--- src/rtl/gpio_edge_pkg.sv ---
package gpio_edge_pkg;
  localparam int unsigned ADDR_W = 4;

  typedef enum logic [ADDR_W-1:0] {
    RG_DIR   = 4'd0,
    RG_MASK  = 4'd1,
    RG_OUT   = 4'd2,
    RG_SET   = 4'd3,
    RG_CLR   = 4'd4,
    RG_PIN   = 4'd5,
    RG_REN   = 4'd6,
    RG_FEN   = 4'd7,
    RG_RSTAT = 4'd8,
    RG_FSTAT = 4'd9
  } gpio_reg_e;
endpackage

--- src/rtl/gpio_sync.sv ---
module gpio_sync #(
  parameter int unsigned W = 32
) (
  input  logic         clk,
  input  logic         rst_n,
  input  logic [W-1:0] d_async,
  output logic [W-1:0] q_sync
);
  logic [W-1:0] meta_q;

  always_ff @(posedge clk) begin
    if (!rst_n) begin
      meta_q <= '0;
      q_sync <= '0;
    end else begin
      meta_q <= d_async;
      q_sync <= meta_q;
    end
  end
endmodule

--- src/rtl/gpio_out_ctl.sv ---
module gpio_out_ctl #(
  parameter int unsigned W = 32
) (
  input  logic         clk,
  input  logic         rst_n,
  input  logic         wr_dir,
  input  logic         wr_mask,
  input  logic         wr_out,
  input  logic         wr_set,
  input  logic         wr_clr,
  input  logic [W-1:0] lane,
  input  logic [W-1:0] wdata,
  output logic [W-1:0] dir_q,
  output logic [W-1:0] mask_q,
  output logic [W-1:0] out_q
);
  logic [W-1:0] touch;
  logic [W-1:0] out_nxt;

  assign touch = lane & ~mask_q;

  always_comb begin
    out_nxt = out_q;
    if (wr_out)      out_nxt = (out_q & ~touch) | (wdata & touch);
    else if (wr_set) out_nxt = out_q | (wdata & touch);
    else if (wr_clr) out_nxt = out_q & ~(wdata & touch);
  end

  always_ff @(posedge clk) begin
    if (!rst_n) begin
      dir_q  <= '0;
      mask_q <= '0;
      out_q  <= '0;
    end else begin
      if (wr_dir)  dir_q  <= (dir_q & ~lane) | (wdata & lane);
      if (wr_mask) mask_q <= (mask_q & ~lane) | (wdata & lane);
      out_q <= out_nxt;
    end
  end


  set_hits_chk: assert property (@(posedge clk) disable iff (!rst_n)
    wr_set |=> ((out_q & $past(wdata & lane & ~mask_q)) == $past(wdata & lane & ~mask_q)));


  clr_hits_chk: assert property (@(posedge clk) disable iff (!rst_n)
    wr_clr |=> ((out_q & $past(wdata & lane & ~mask_q)) == '0));


  mask_guard_chk: assert property (@(posedge clk) disable iff (!rst_n)
    ((out_q ^ $past(out_q)) & $past(mask_q)) == '0);
endmodule

--- src/rtl/gpio_edge_cell.sv ---
module gpio_edge_cell (
  input  logic clk,
  input  logic rst_n,
  input  logic smp,
  input  logic wr_ren,
  input  logic wr_fen,
  input  logic wr_rclr,
  input  logic wr_fclr,
  input  logic wd,
  output logic ren_q,
  output logic fen_q,
  output logic rstat_q,
  output logic fstat_q
);
  logic prev_q;
  logic rise_ev;
  logic fall_ev;

  assign rise_ev = smp & ~prev_q;
  assign fall_ev = ~smp & prev_q;

  always_ff @(posedge clk) begin
    if (!rst_n) begin
      prev_q  <= 1'b0;
      ren_q   <= 1'b0;
      fen_q   <= 1'b0;
      rstat_q <= 1'b0;
      fstat_q <= 1'b0;
    end else begin
      prev_q <= smp;
      if (wr_ren) ren_q <= wd;
      if (wr_fen) fen_q <= wd;
      rstat_q <= (rstat_q & ~(wr_rclr & wd)) | (ren_q & rise_ev);
      fstat_q <= (fstat_q & ~(wr_fclr & wd)) | (fen_q & fall_ev);
    end
  end


  rise_wins_chk: assert property (@(posedge clk) disable iff (!rst_n)
    (ren_q && rise_ev) |=> rstat_q);


  fall_wins_chk: assert property (@(posedge clk) disable iff (!rst_n)
    (fen_q && fall_ev) |=> fstat_q);


  rise_ack_chk: assert property (@(posedge clk) disable iff (!rst_n)
    (wr_rclr && wd && !(ren_q && rise_ev)) |=> !rstat_q);


  rise_src_chk: assert property (@(posedge clk) disable iff (!rst_n)
    $rose(rstat_q) |-> $past(ren_q && rise_ev));


  fall_src_chk: assert property (@(posedge clk) disable iff (!rst_n)
    $rose(fstat_q) |-> $past(fen_q && fall_ev));
endmodule

--- src/rtl/gpio_edge_port.sv ---
module gpio_edge_port
  import gpio_edge_pkg::*;
#(
  parameter int unsigned W = 32
) (
  input  logic                clk,
  input  logic                rst_n,
  input  logic                bus_wr,
  input  logic [ADDR_W-1:0]   bus_addr,
  input  logic [W/8-1:0]      bus_be,
  input  logic [W-1:0]        bus_wdata,
  output logic [W-1:0]        bus_rdata,
  input  logic [W-1:0]        pin_in,
  output logic [W-1:0]        pin_out,
  output logic [W-1:0]        pin_oe,
  output logic                irq
);
  localparam int unsigned NB = W / 8;

  logic [W-1:0] lane;
  logic [W-1:0] sync_q;
  logic [W-1:0] dir_q, mask_q, out_q;
  logic [W-1:0] ren_v, fen_v, rstat_v, fstat_v;
  logic         hit_dir, hit_mask, hit_out, hit_set, hit_clr;
  logic         hit_ren, hit_fen, hit_rst, hit_fst;

  for (genvar b = 0; b < NB; b++) begin : g_lane
    assign lane[8*b +: 8] = {8{bus_be[b]}};
  end

  assign hit_dir  = bus_wr && (bus_addr == RG_DIR);
  assign hit_mask = bus_wr && (bus_addr == RG_MASK);
  assign hit_out  = bus_wr && (bus_addr == RG_OUT);
  assign hit_set  = bus_wr && (bus_addr == RG_SET);
  assign hit_clr  = bus_wr && (bus_addr == RG_CLR);
  assign hit_ren  = bus_wr && (bus_addr == RG_REN);
  assign hit_fen  = bus_wr && (bus_addr == RG_FEN);
  assign hit_rst  = bus_wr && (bus_addr == RG_RSTAT);
  assign hit_fst  = bus_wr && (bus_addr == RG_FSTAT);

  gpio_sync #(.W(W)) u_sync (
    .clk     (clk),
    .rst_n   (rst_n),
    .d_async (pin_in),
    .q_sync  (sync_q)
  );

  gpio_out_ctl #(.W(W)) u_out (
    .clk     (clk),
    .rst_n   (rst_n),
    .wr_dir  (hit_dir),
    .wr_mask (hit_mask),
    .wr_out  (hit_out),
    .wr_set  (hit_set),
    .wr_clr  (hit_clr),
    .lane    (lane),
    .wdata   (bus_wdata),
    .dir_q   (dir_q),
    .mask_q  (mask_q),
    .out_q   (out_q)
  );

  for (genvar i = 0; i < W; i++) begin : g_pin
    gpio_edge_cell u_cell (
      .clk     (clk),
      .rst_n   (rst_n),
      .smp     (sync_q[i]),
      .wr_ren  (hit_ren & lane[i]),
      .wr_fen  (hit_fen & lane[i]),
      .wr_rclr (hit_rst & lane[i]),
      .wr_fclr (hit_fst & lane[i]),
      .wd      (bus_wdata[i]),
      .ren_q   (ren_v[i]),
      .fen_q   (fen_v[i]),
      .rstat_q (rstat_v[i]),
      .fstat_q (fstat_v[i])
    );
  end

  always_comb begin
    case (bus_addr)
      RG_DIR:   bus_rdata = dir_q;
      RG_MASK:  bus_rdata = mask_q;
      RG_OUT:   bus_rdata = out_q;
      RG_PIN:   bus_rdata = sync_q & ~mask_q;
      RG_REN:   bus_rdata = ren_v;
      RG_FEN:   bus_rdata = fen_v;
      RG_RSTAT: bus_rdata = rstat_v;
      RG_FSTAT: bus_rdata = fstat_v;
      default:  bus_rdata = '0;
    endcase
  end

  assign pin_out = out_q;
  assign pin_oe  = dir_q;
  assign irq     = |(rstat_v | fstat_v);


  irq_after_reset_chk: assert property (@(posedge clk)
    !rst_n |=> !irq);


  oe_follow_chk: assert property (@(posedge clk) disable iff (!rst_n)
    hit_dir |=> (pin_oe & $past(lane)) == ($past(bus_wdata) & $past(lane)));
endmodule

--- config.mk ---
export PLATFORM = sky130hd
export DESIGN_NAME = gpio_edge_port
export DESIGN_NICKNAME = d
export VERILOG_FILES = /design/src/rtl/gpio_edge_pkg.sv /design/src/rtl/gpio_sync.sv /design/src/rtl/gpio_out_ctl.sv /design/src/rtl/gpio_edge_cell.sv /design/src/rtl/gpio_edge_port.sv
export SDC_FILE = /design/constraint.sdc
export NUM_CORES = 1
export LEC_CHECK = 0
export ABC_AREA = 1
export BUFFER_PORTS_ARGS = -buffer_cell sky130_fd_sc_hd__buf_2
export CAP_MARGIN = 25
export CORE_UTILIZATION = 45
export DETAILED_ROUTE_END_ITERATION = 6
export PLACE_DENSITY_LB_ADDON = 0.08
export SETUP_SLACK_MARGIN = 0.5
export SYNTH_ARGS = -nofsm -noshare
export SYNTH_HDL_FRONTEND = slang
export SYNTH_SLANG_ARGS = --single-unit
--- constraint.sdc ---
create_clock -name clk -period 1.12 [get_ports clk]
set_input_delay 0.112 -clock clk [delete_from_list [all_inputs] [get_ports clk]]
set_output_delay 0.112 -clock clk [all_outputs]
set_load 0.05 [all_outputs]
---- Word-level counts from Yosys, hierarchy flattened ----
Cells that the tools add are included.
operators by class
  add/sub/neg operators ................... 0
  multipliers ............................. 0
  div/mod/pow operators ................... 0
  order comparisons ....................... 0
  equal/unequal tests ..................... 9
  shift-type cells ........................ 0
  multiplexer cells ....................... 4
  bitwise logic cells ..................... 481
  reductions and logical operators ........ 12
operators with widths
  operator              number
  $and A1 B1 Y1         272
  $and A32 B32 Y32      8
  $pmux W32 S8          1
  $or A32 B32 Y32       5
  $not A1 Y1            128
  $not A32 Y32          4
  $mux W32              3
  $or A1 B1 Y1          64
  $reduce_or A32 Y1     1
  $eq A4 B3 Y1 const B  4
  $logic_and A1 B1 Y1   9
  $eq A4 B2 Y1 const B  2
  $eq A4 B4 Y1 const B  2
  $eq A4 B1 Y1 const B  1
  $logic_not A4 Y1      1
  $reduce_bool A3 Y1    1
storage, ports and cells
  register bits after elaboration ......... 320
  latch bits .............................. 0
  memory bits (writable) .................. 0
  ROM bits ................................ 0
  bits of input ports ..................... 75
  output and inout bits ................... 97
  word-level logic and storage cells ...... 671
  memories kept ........................... 0

---- Depth between registers and ports, before layout ----
  word-level depth ........................ 8
  depth in mapped cells ................... 10
  depth with buffers taken out ............ 9

---- By module ----
Synthesis repeated with hierarchy kept, for this count alone.
second synthesis, totals
  cell total of the unflattened synthesis .. 2,236
  area, all modules ....................... 14,520.2 um2
modules (own cells, without submodules)
  module          times used  cells an instance  area an instance (um2)  sequential area each (um2)
  gpio_edge_cell  32          23                 177.7                   100.1
  gpio_out_ctl    1           610                4,211.5                 1,921.8
  gpio_edge_port  1           691                2,782.7                 0.0
  gpio_sync       1           199                1,840.5                 1,281.2

---- Least setup slack after synthesis ----
OpenSTA, ideal clock, no wires.
  path kind ............................... input to output
  from .................................... input port bus_addr[3]
  to ...................................... output port bus_rdata[14]
  arrival time ............................ 1.331 ns
  required time ........................... 1.008 ns
  slack ................................... -0.323 ns
  cell stages on the path ................. 8
  buffers on the path ..................... 1
  path through ............................ nor2_2 > inv_2 > nor2_2 > buf_2 > nand2_1 > o21ai_0 > nor2_1 > nand3_1
on the way
  cells in the longest elaborated chain, start to end .. 2
  elaborated cells on any way between the ends .. 9
  those cells by class .................... eq/ne (7); mux (1); reduce/logical (1)
ends and longest elaborated chain
  what                                  line                  source
  start, declared                       gpio_edge_port.sv:9   input logic [ADDR_W-1:0] bus_addr,
  $eq A4 B4 Y1 (tied with other cells)  gpio_edge_port.sv:81  case (bus_addr)
  $pmux W32 S8 *                        gpio_edge_port.sv:81
  end, declared                         gpio_edge_port.sv:12  output logic [W-1:0] bus_rdata,
Mark *: on every way between the ends. The rest lies on a longest branch, timed or not.

---- Worst setup path in the final report ----
  from .................................... register g_pin[11].u_cell.fstat_q
  to ...................................... output port irq
on the way
  cells in the longest elaborated chain, start to end .. 2
ends and longest elaborated chain
  what                    line                  source
  start, declared         gpio_edge_cell.sv:13  output logic fstat_q
  start signal, assigned  gpio_edge_cell.sv:34  fstat_q <= (fstat_q & ~(wr_fclr & wd)) | (fen_q & fall_ev);
  $or A32 B32 Y32         gpio_edge_port.sv:96  assign irq = |(rstat_v | fstat_v);
  $reduce_or A32 Y1       gpio_edge_port.sv:96
  end, declared           gpio_edge_port.sv:16  output logic irq
No other way between the ends.

==> results.tsv <==
stage	metric	value	unit
pwr	PwrDens	1170	nW/um^2
floorplanning	IO Count	172	
yosys	Post-synth top cells	483 x nand2_1, 320 x dfxtp_1, 303 x inv_1	
yosys	Synth Warn #	0	
route	DRT iter0 DRCs	1167	
sta	Setup WS post-layout	-0.738	ns
yosys	mapped cell area	13800	um^2
route	Pre-antenna DRT Iters	5	
worst_setup_path	worst path cell trace	inv_1 -> nand4_1 -> nor2_2 -> nand2_1 -> nor2_1 -> buf_4 -> nand2_4 -> buf_8	
clock_tree	CTS Buf Count	37	
global_route	vias in the first global route	14000	
global_route	first-pass GRT wire length	74.4	mm
worst_setup_path	Worst Setup Path Type	reg2out	
yosys	most common cell in the netlist	nand2_1	
clock_tree	Clk pin slew, worst setup/hold paths	0.06	ns
worst_setup_path	Crit. End Element	primary output	
yosys	share of the synthesized area in the top cell type	0.464	
route	# DRC	0	
clock_tree	CTS sink count	320	
sta	period utilization	1.66	
worst_setup_path	critical path's largest stage delay	0.31	ns
clock_tree	CTS tree	built	
yosys	sequential-to-total area share from yosys stat	0.464	
placed_design	Port Buffer Count	171	
sta	Slew Limit Fails	0	
sta	Rel. slew slack	0.728	
sta	Setup-failing EPs final	81	
worst_setup_path	crit path buf inv count	3	
floorplanning	die span in x	177	um
yosys	Post-synth ARST share	0	
floorplanning	Cell Rows	63	
worst_setup_path	slowest CP cell	dfxtp_1	
sta	unrepaired setup endpoints after global routing	true	
global_route	pin count of the biggest net entering global routing	61	
floorplanning	Die Y	177	um
worst_setup_path	crit path max fanout	2	
placed_design	Final GP Congestion	0.850	
floorplanning	area of the core	29900	um^2
sta	final hold vios	87	
global_route	initial antenna violation count	2	
yosys	syn_area_per_cell	6.83	um^2
placed_design	dpl ws	-0.524	ns
clock_tree	Root Buffer	clkbuf_16	
placed_design	DPL Wire Length	29.7	mm
clock_tree	H-tree depth	2	
cells_and_area	area delta synth->final	58.6	%
route	drt wl/cell	17.7	um
global_route	global route total overflow	0	
cells_and_area	ratio of cells with drive above 1 in the final layout	0.387	
cells_and_area	nets	2503	
run_status	outcome	finished with violations	
sta	Max Clk Rate	0.538	GHz
global_route	Tot GR Track Use	0.302	
yosys	Primary FF master, synth	dfxtp_1	
clock_tree	clock latency on the worst-skew pair	0.51	ns
yosys	Yosys reg bits	320	
yosys	Distinct cells, synth	22	
route	routed wire length	50.2	mm
yosys	number of flops mapped to enable cells by yosys	0	
yosys	largest cells by area after synthesis	dfxtp_1 46%, nand2_1 13%, inv_1 8.2%	
route	DR vias/cell	5.26	
clock_tree	Hold Buf Count CTS	63	
sta	Final Critical Period	1.86	ns
sta	Fin Clk Skew	0.00808	ns
yosys	leading area contributor after synthesis	dfxtp_1	
worst_setup_path	Worst EP required	1.01	ns
yosys	Synth Instances	2018	
pwr	maximum vdd drop	1.37	mV
clock_tree	clock buffer depth	3	
floorplanning	die area	31400	um^2
run	max-cap violation count	0	
worst_setup_path	CP top delay family	simple AND/OR/NAND/NOR gates	
yosys	Syn Nets	2093	
hold_path	hold crit path type	in2reg	
route	via count	14900	
cells_and_area	Final Core Density	0.732	
worst_setup_path	crit path launch type	flop	
run_status	failing checks	negative hold slack, negative setup slack	
route	post-detailed-route count of antenna-violating nets	0	
pwr	P_leak	9.41	nW
floorplanning	initial core utilization	0.462	
sta	Worst Tran Pin Value	0.407	ns
worst_setup_path	WP data arrival	1.75	ns
sta	Hold Slack	-0.0780	ns
-- area by class of cell --
| cell class | count | area [um^2] |
|---|---|---|
| Fill cell | 2251 | 8010 |
| Multi-Input combinational cell | 1307 | 7280 |
| Timing Repair Buffer | 452 | 5100 |
| Sequential cell | 320 | 6660 |
| Clock inverter | 7 | 37.5 |
| Tap cell | 390 | 488 |
| Antenna cell | 1 | 2.50 |
| Clock buffer | 54 | 1070 |
| Inverter | 310 | 1240 |
-- worst register-to-register path, delay by kind of cell, from the launching register on --
kind | cells | cell delay [ns]
compound gates | 1 | 0.10
simple gates | 2 | 0.13
buf+inv | 3 | 0.26
flops | 1 | 0.35
-- cell usage in the layout, fill, tap and decap left out, types with 28 or more instances in the layout --
cell type and n:
buf_4 105, nand2_1 416, o21ai_2 60, nor2_2 31, nor2_4 32, nor2_1 168, o21ai_0 62, nand4_1 28
dfxtp_1 181, buf_2 69, clkbuf_16 38, dfxtp_2 109, buf_8 99, nand3_1 97, dlygate4sd3_1 63, dfxtp_4 30
inv_2 73, nand2_2 51, a21oi_1 173, inv_1 228, buf_12 53, buf_6 58, o21ai_1 62
-- where the power goes --
| part | switching (W) | total (W) | internal [W] |
|---|---|---|---|
| registers | 0.000139 | 0.0117 | 0.0116 |
| clock network | 0.00467 | 0.0112 | 0.00657 |
| logic | 0.00158 | 0.00268 | 0.00110 |
| total | 0.00640 | 0.0256 | 0.0192 |
-- per-stage QoR --
step                      area (um^2)  TNS [ns]  power [W]  instances
final                           21900    -15.05     0.0256       2841
after global routing            21900    -18.97     0.0264       2840
after CTS                       20600    -15.86     0.0255       2804
after detailed placement        16800    -85.62     0.0139       2655
after global placement          16800    -78.51     0.0139       2655
after floorplan                 14200     -1.11     0.0130       2018
-- cell families (layout without fill, tap and decap cells) --
kind of cell    after synthesis  in the layout  share of synthesized area
other cells                   0              1                          0
compound gates              407            407                      0.152
buf+inv                     396            823                      0.112
simple gates                895            900                      0.271
flops                       320            320                      0.464
-- path summary, 6_finish.rpt --
check                                 from                       end  slack, ns  cells past startpoint
setup / recovery  g_pin[11].u_cell.fstat_q                       irq      -0.74                      8
hold reg to reg          u_sync.meta_q[27]         u_sync.q_sync[27]       0.41                      2
setup reg to reg         u_sync.q_sync[27]  g_pin[27].u_cell.rstat_q       0.21                      6
hold / removal                       rst_n                      flop      -0.08                      3
-- routing by layer --
metal  vias to the layer above  global-route usage  share of wire
met5                         -                   0        0.00026
met4                         2               0.126          0.038
met3                       135              0.0438          0.072
met2                       604               0.498           0.48
met1                      6958               0.393           0.41
li1                       7248                   -              -
-- timing repair --
| action | in CTS | in global routing |
|---|---|---|
| endpoints found under the hold margin | 245 | 63 |
| resized for setup | 645 | 289 |
| buffers inserted | 20 | 31 |
| cloned | 5 | 5 |
| pin swaps | 117 | 92 |
| setup endpoints to repair | 339 | 340 |
Note: power is estimated with default switching activity, not from simulation.
